### src/rtl/etr_pkg.sv
package etr_pkg;
   localparam int FLT_CODE_W = 4;
   localparam int NEED_W     = 4;
   localparam int DIV_LOG_W  = 3;

   typedef struct packed {
      logic                 gated;     // 1: strobe derived from dts_tick
      logic [DIV_LOG_W-1:0] div_log2;  // tick division = 2**div_log2
      logic [NEED_W-1:0]    need;      // consecutive samples to accept
   } flt_cfg_t;

   function automatic flt_cfg_t flt_decode(input logic [FLT_CODE_W-1:0] code);
      flt_cfg_t c;
      case (code)
         4'd1:    c = '{1'b0, 3'd0, 4'd2};
         4'd2:    c = '{1'b0, 3'd0, 4'd4};
         4'd3:    c = '{1'b0, 3'd0, 4'd8};
         4'd4:    c = '{1'b1, 3'd1, 4'd6};
         4'd5:    c = '{1'b1, 3'd1, 4'd8};
         4'd6:    c = '{1'b1, 3'd2, 4'd6};
         4'd7:    c = '{1'b1, 3'd2, 4'd8};
         4'd8:    c = '{1'b1, 3'd3, 4'd6};
         4'd9:    c = '{1'b1, 3'd3, 4'd8};
         4'd10:   c = '{1'b1, 3'd4, 4'd5};
         4'd11:   c = '{1'b1, 3'd4, 4'd6};
         4'd12:   c = '{1'b1, 3'd4, 4'd8};
         4'd13:   c = '{1'b1, 3'd5, 4'd5};
         4'd14:   c = '{1'b1, 3'd5, 4'd6};
         4'd15:   c = '{1'b1, 3'd5, 4'd8};
         default: c = '{1'b1, 3'd0, 4'd1};
      endcase
      return c;
   endfunction
endpackage

### src/rtl/etr_sync.sv
module etr_sync #(
   parameter int STAGES = 2
) (
   input  logic clk,
   input  logic rst_n,
   input  logic d,
   output logic q
);
   logic [STAGES-1:0] stg;

   generate
      if (STAGES < 2) begin : g_bad_stages
         $error("etr_sync: STAGES must be at least 2");
      end
      for (genvar i = 0; i < STAGES; i++) begin : g_stage
         if (i == 0) begin : g_first
            always_ff @(posedge clk or negedge rst_n)
               if (!rst_n) stg[0] <= 1'b0;
               else        stg[0] <= d;
         end else begin : g_next
            always_ff @(posedge clk or negedge rst_n)
               if (!rst_n) stg[i] <= 1'b0;
               else        stg[i] <= stg[i-1];
         end
      end
   endgenerate

   assign q = stg[STAGES-1];
endmodule

### src/rtl/etr_prescaler.sv
module etr_prescaler #(
   parameter int SEL_W = 2
) (
   input  logic             clk,
   input  logic             rst_n,
   input  logic             sin,
   input  logic [SEL_W-1:0] sel,
   output logic             pout
);
   localparam int MAX_SEL = (1 << SEL_W) - 1;
   localparam int PCNT_W  = (MAX_SEL > 1) ? (MAX_SEL - 1) : 1;

   generate
      if (SEL_W < 1 || SEL_W > 3) begin : g_bad_sel
         $error("etr_prescaler: SEL_W out of range");
      end
   endgenerate

   logic              sin_d;
   logic              sin_rise;
   logic [PCNT_W-1:0] pcnt;
   logic [PCNT_W-1:0] limit;

   assign sin_rise = sin & ~sin_d;

   always_comb begin
      limit = '0;
      if (sel != '0)
         limit = PCNT_W'((32'd1 << (int'(sel) - 1)) - 32'd1);
   end

   always_ff @(posedge clk or negedge rst_n) begin
      if (!rst_n) begin
         sin_d <= 1'b0;
         pcnt  <= '0;
         pout  <= 1'b0;
      end else begin
         sin_d <= sin;
         if (sel == '0) begin
            pout <= sin;
            pcnt <= '0;
         end else if (sin_rise) begin
            if (pcnt >= limit) begin
               pout <= ~pout;
               pcnt <= '0;
            end else begin
               pcnt <= pcnt + 1'b1;
            end
         end
      end
   end

   // in divide mode the output only moves after a synchronized rising edge
   a_r3_toggle_needs_rise: assert property (@(posedge clk) disable iff (!rst_n)
      ((pout != $past(pout)) && ($past(sel) != '0)) |-> $past(sin_rise));
endmodule

### src/rtl/etr_filter.sv
module etr_filter
   import etr_pkg::*;
#(
   parameter int MAX_DIV_LOG = 5
) (
   input  logic                  clk,
   input  logic                  rst_n,
   input  logic                  dts_tick,
   input  logic                  sample,
   input  logic [FLT_CODE_W-1:0] code,
   output logic                  level
);
   localparam int DIV_W = MAX_DIV_LOG;

   generate
      if (MAX_DIV_LOG < 5 || MAX_DIV_LOG >= (1 << DIV_LOG_W)) begin : g_bad_div
         $error("etr_filter: MAX_DIV_LOG must cover division by 32");
      end
   endgenerate

   flt_cfg_t                cfg;
   logic [FLT_CODE_W-1:0]   code_q;
   logic                    code_change;
   logic [DIV_W-1:0]        dcnt;
   logic [DIV_W-1:0]        div_m1;
   logic                    strobe;
   logic [NEED_W-1:0]       fcnt;
   logic [NEED_W:0]         fcnt_inc;

   assign cfg         = flt_decode(code);
   assign code_change = (code != code_q);
   assign div_m1      = DIV_W'((32'd1 << cfg.div_log2) - 32'd1);
   assign strobe      = cfg.gated ? (dts_tick && (dcnt == div_m1)) : 1'b1;
   assign fcnt_inc    = {1'b0, fcnt} + 1'b1;

   always_ff @(posedge clk or negedge rst_n) begin
      if (!rst_n) begin
         code_q <= '0;
         dcnt   <= '0;
      end else begin
         code_q <= code;
         if (code_change)
            dcnt <= '0;
         else if (cfg.gated && dts_tick)
            dcnt <= (dcnt == div_m1) ? '0 : dcnt + 1'b1;
      end
   end

   always_ff @(posedge clk or negedge rst_n) begin
      if (!rst_n) begin
         fcnt  <= '0;
         level <= 1'b0;
      end else if (code_change) begin
         fcnt <= '0;
      end else if (strobe) begin
         if (sample != level) begin
            if (fcnt_inc >= {1'b0, cfg.need}) begin
               level <= sample;
               fcnt  <= '0;
            end else begin
               fcnt <= fcnt_inc[NEED_W-1:0];
            end
         end else begin
            fcnt <= '0;
         end
      end
   end

   // level moves only on a strobe outside a code change
   a_r4_level_on_strobe: assert property (@(posedge clk) disable iff (!rst_n)
      (level != $past(level)) |-> ($past(strobe) && !$past(code_change)));
   // the run never reaches N without being consumed
   a_r4_run_below_need: assert property (@(posedge clk) disable iff (!rst_n)
      !code_change |-> (fcnt < cfg.need));
   // a code change clears run and divider and holds the level
   a_r9_code_change_clears: assert property (@(posedge clk) disable iff (!rst_n)
      $past(code_change) |-> ((fcnt == '0) && (dcnt == '0) && (level == $past(level))));
endmodule

### src/rtl/etr_conditioner.sv
module etr_conditioner #(
   parameter int SYNC_STAGES = 2,
   parameter int PSC_SEL_W   = 2,
   parameter int FLT_SEL_W   = 4,
   parameter int MAX_DIV_LOG = 5
) (
   input  logic                 clk,
   input  logic                 rst_n,
   input  logic                 dts_tick,
   input  logic                 trig_in,
   input  logic [PSC_SEL_W-1:0] psc_sel,
   input  logic [FLT_SEL_W-1:0] flt_sel,
   output logic                 trig_lvl,
   output logic                 trig_rise,
   output logic                 trig_fall
);
   generate
      if (FLT_SEL_W != etr_pkg::FLT_CODE_W) begin : g_bad_flt
         $error("etr_conditioner: filter code width must match the code table");
      end
   endgenerate

   logic sync_q;
   logic psc_q;
   logic lvl;
   logic lvl_d;
   logic rise_q;
   logic fall_q;

   etr_sync #(.STAGES(SYNC_STAGES)) u_sync (
      .clk   (clk),
      .rst_n (rst_n),
      .d     (trig_in),
      .q     (sync_q)
   );

   etr_prescaler #(.SEL_W(PSC_SEL_W)) u_psc (
      .clk   (clk),
      .rst_n (rst_n),
      .sin   (sync_q),
      .sel   (psc_sel),
      .pout  (psc_q)
   );

   etr_filter #(.MAX_DIV_LOG(MAX_DIV_LOG)) u_flt (
      .clk      (clk),
      .rst_n    (rst_n),
      .dts_tick (dts_tick),
      .sample   (psc_q),
      .code     (flt_sel),
      .level    (lvl)
   );

   always_ff @(posedge clk or negedge rst_n) begin
      if (!rst_n) begin
         lvl_d  <= 1'b0;
         rise_q <= 1'b0;
         fall_q <= 1'b0;
      end else begin
         lvl_d  <= lvl;
         rise_q <= lvl & ~lvl_d;
         fall_q <= ~lvl & lvl_d;
      end
   end

   assign trig_lvl  = lvl;
   assign trig_rise = rise_q;
   assign trig_fall = fall_q;

   // pulses are one cycle wide, exclusive, and follow a level change
   a_r10_rise_one_cycle: assert property (@(posedge clk) disable iff (!rst_n)
      trig_rise |=> !trig_rise);
   a_r10_fall_one_cycle: assert property (@(posedge clk) disable iff (!rst_n)
      trig_fall |=> !trig_fall);
   a_r10_not_both: assert property (@(posedge clk) disable iff (!rst_n)
      !(trig_rise && trig_fall));
   a_r10_rise_follows_level: assert property (@(posedge clk) disable iff (!rst_n)
      trig_rise |-> ($past(trig_lvl) && !$past(trig_lvl, 2)));
   a_r10_fall_follows_level: assert property (@(posedge clk) disable iff (!rst_n)
      trig_fall |-> (!$past(trig_lvl) && $past(trig_lvl, 2)));
endmodule

### config.mk
export PLATFORM = sky130hd
export DESIGN_NAME = etr_conditioner
export DESIGN_NICKNAME = d
export VERILOG_FILES = /design/src/rtl/etr_pkg.sv /design/src/rtl/etr_sync.sv /design/src/rtl/etr_prescaler.sv /design/src/rtl/etr_filter.sv /design/src/rtl/etr_conditioner.sv
export SDC_FILE = /design/constraint.sdc
export NUM_CORES = 1
export LEC_CHECK = 0
export ABC_AREA = 1
export BUFFER_PORTS_ARGS = -buffer_cell sky130_fd_sc_hd__buf_2
export CORE_UTILIZATION = 59
export DETAILED_ROUTE_END_ITERATION = 16
export GPL_TIMING_DRIVEN = 0
export HOLD_SLACK_MARGIN = 0.1
export PLACE_DENSITY = 0.77
export SLEW_MARGIN = 20
export SYNTH_ARGS = -nofsm -noshare
export SYNTH_HDL_FRONTEND = slang
export SYNTH_SLANG_ARGS = --single-unit
### constraint.sdc
create_clock -name clk -period 2.6 [get_ports clk]
set_input_delay 0.26 -clock clk [delete_from_list [all_inputs] [get_ports clk]]
set_output_delay 0.26 -clock clk [all_outputs]
set_load 0.01 [all_outputs]
==> reports/results.ini <==
[sta]
fmax_mhz=434.2
hold_ws_ps=115.9
finalHoldViolations=0
rsz0062_at_grt=false
tns_ps=0
setup-violations-final=0
relSlewSlack_pct=65.66
worst_slack_ps=296.7
worstMarginPinSlew_ps=515.2
min_period_over_period_pct=88.59
maxSlewViolCount=0
clock_skew_ps=6.361
timing.final.crit_period_ps=2303

[worst_setup_path]
slowest_stage=dlygate4sd3_1
setup.worst_path.class=in -> reg
cp.arrival_ps=2560
end_kind=flip-flop
critPathMaxFanout=5
cp_data_required_time_ps=2860
path_cells=dlygate4sd3_1 > buf_2 > inv_2 > o21ai_0 > o21ai_0 > ha_1 > a21oi_1 > o21bai_1 > inv_1 > nand3_1 > nor3_1 > nand3_1 > nand2_1
r2r_setup_slack_ps=540
critPathLaunchType=input port
max_stage_delay_ps=520

[route]
drc=0
vias=1311
postRouteAntennaNets=0
firstDrtPassIters=5
via_per_inst=5.308
drt_iter0_markers=25
wl_mm=2.891
routedWlPerCell_microns=11.70

[floorplan]
start_util_pct=63.01
ioPinCount=13
die_area_sq_mm=0.002880
core_region_area_sq_mm=0.002500
die_w_microns=53.67
die_h_microns=53.67
row_count=18

[place]
post-place-ws_ps=251.5
place_area_sq_mm=0.001673
dp_cells=239
gp_congestion=0.8489
dp_hpwl_mm=2.166
port_buffers=12

[layout]
multi_input_area_sq_um=855.8
synthToLayoutAreaGrowth_pct=10.41
fillers=209
fin_util_pct=69.57
finalInstanceArea_sq_mm=0.001739
diodes=0
drive_gt1_share_pct=13.82
final_common_cell=nand2_1
finalNetCount=242
final-instance-count-excl-fill=247
most-common-layout-cells=nand2_1, inv_1, dfrtp_1
regArea_sq_um=575.6

[run]
cap_violations=0

[global_route]
grt_use_total_pct=22.10
grt_max_degree=24
grt_pass1_vias=1117
grt_pass1_wl_mm=4.554
gr-total-overflow=0
antenna_found_initial=0

[yosys]
syn_nets=221
synth_ff_type=dfrtp_1
synth_cell_types=28
netlist_area_sq_mm=0.001575
syn_inst=197
syn_area_per_cell_sq_um=7.996
yosysWarnings=0
synth_seq_area_share_pct=36.54
synth_edf_count=0
synth-seq-cells=23
ys_async_sr_fraction_pct=100.0

[power_and_ir_drop]
max-vdd-ir-drop_mv=0.4311
power_density_mw_per_mm2=469.8
power.static_leakage_nw=0.9069
fin_total_pwr_uw=817.1

[clocking]
cts-root-buf=clkbuf_4
cts_tree=yes
post_cts_buffers=0
cts_buffer_depth=2
htree_levels=1
numClockSinks=23
cts.repair.resized=0
cts_made_buffers=3
clk_latency_ps=310
clkTransAtPathRegs_ps=130

[hold_path]
hp-class=in -> reg

[run_status]
status=completed

[metal layers]
metal	global-route usage (%)	vias up	part of all wire [%]
met5	0	-	0
met2	37.65	21	46
li1	-	685	-
met1	28.06	600	50
met4	7.895	0	1.4
met3	3.390	5	2.4
[worst max-delay path, delay by kind of cell]
kind / cells / cell delay [ps]
AND/OR/NAND/NOR: 4 / 460
adder cells (fa/ha/maj): 1 / 340
buffers and inverters: 4 / 810
AO/OA/AOI/OAI: 4 / 700
[cells in the mapped netlist (2+ instances only)]
master | number | area share [%]
inv_1 | 23 | 5.5
nand2_4 | 2 | 1.4
nor2_4 | 2 | 1.4
inv_2 | 4 | 0.95
nand2_1 | 46 | 11
a21oi_1 | 10 | 3.2
dfrtp_1 | 23 | 37
nand4_1 | 8 | 3.2
buf_6 | 2 | 1.4
o21ai_0 | 9 | 2.9
ha_1 | 14 | 11
nand3_1 | 18 | 5.7
nor2_1 | 12 | 2.9
xnor2_1 | 4 | 2.2
xor2_1 | 7 | 3.9
[cells by family (layout without fill, tap and decap cells)]
logic type               count (synthesis)  after routing  share of synthesized area (%)
adder cells (fa/ha/maj)                 14             14                          11.12
flip-flops                              23             23                          36.54
AO/OA/AOI/OAI                           25             25                          8.818
AND/OR/NAND/NOR                         93             93                          28.28
XOR/XNOR                                11             11                          6.116
buffers and inverters                   31             51                          9.134
[final cells by class]
| type | count | area share, % |
|---|---|---|
| Timing Repair Buffer | 16 | 5.755 |
| Clock buffer | 4 | 1.511 |
| Multi-Input combinational cell | 143 | 49.21 |
| Inverter | 28 | 6.763 |
| Sequential cell | 23 | 33.09 |
| Tap cell | 30 | 2.158 |
| Buffer | 3 | 1.511 |
[final timing paths]
path | startpoint | depth (start not counted) | end
min | flt_sel[0] | 1 | u_flt.code_q[0]$_DFF_PN0_
min in group asynchronous | rst_n | 2 | u_flt.code_q[0]$_DFF_PN0_
max reg2reg | u_flt.fcnt[0]$_DFFE_PN0P_ | 10 | u_flt.fcnt[0]$_DFFE_PN0P_
max | flt_sel[2] | 13 | u_flt.fcnt[0]$_DFFE_PN0P_
max in group asynchronous | rst_n | 2 | u_sync.stg[0]$_DFF_PN0_
min reg2reg | u_sync.stg[0]$_DFF_PN0_ | 0 | u_sync.q$_DFF_PN0_
[sequential cells by signal, summed over array words and instances (netlist names), 2 cells and up]
name          flops
u_flt.dcnt        5
u_flt.code_q      4
u_flt.fcnt        4
u_psc.pcnt        2
[report_power, final]
part,internal [mW],switching [mW]
Sequential,0.393,0.0245
Combinational,0.0934,0.138
Clock,0.0600,0.107
[what timing repair did]
action / 4_1_cts / 5_1_grt
endpoints found under the hold margin: 26 / 0
hold buffers: 4 / 0
endpoints found under the setup margin: 0 / 0
Note: power is estimated with default switching activity, not from simulation.
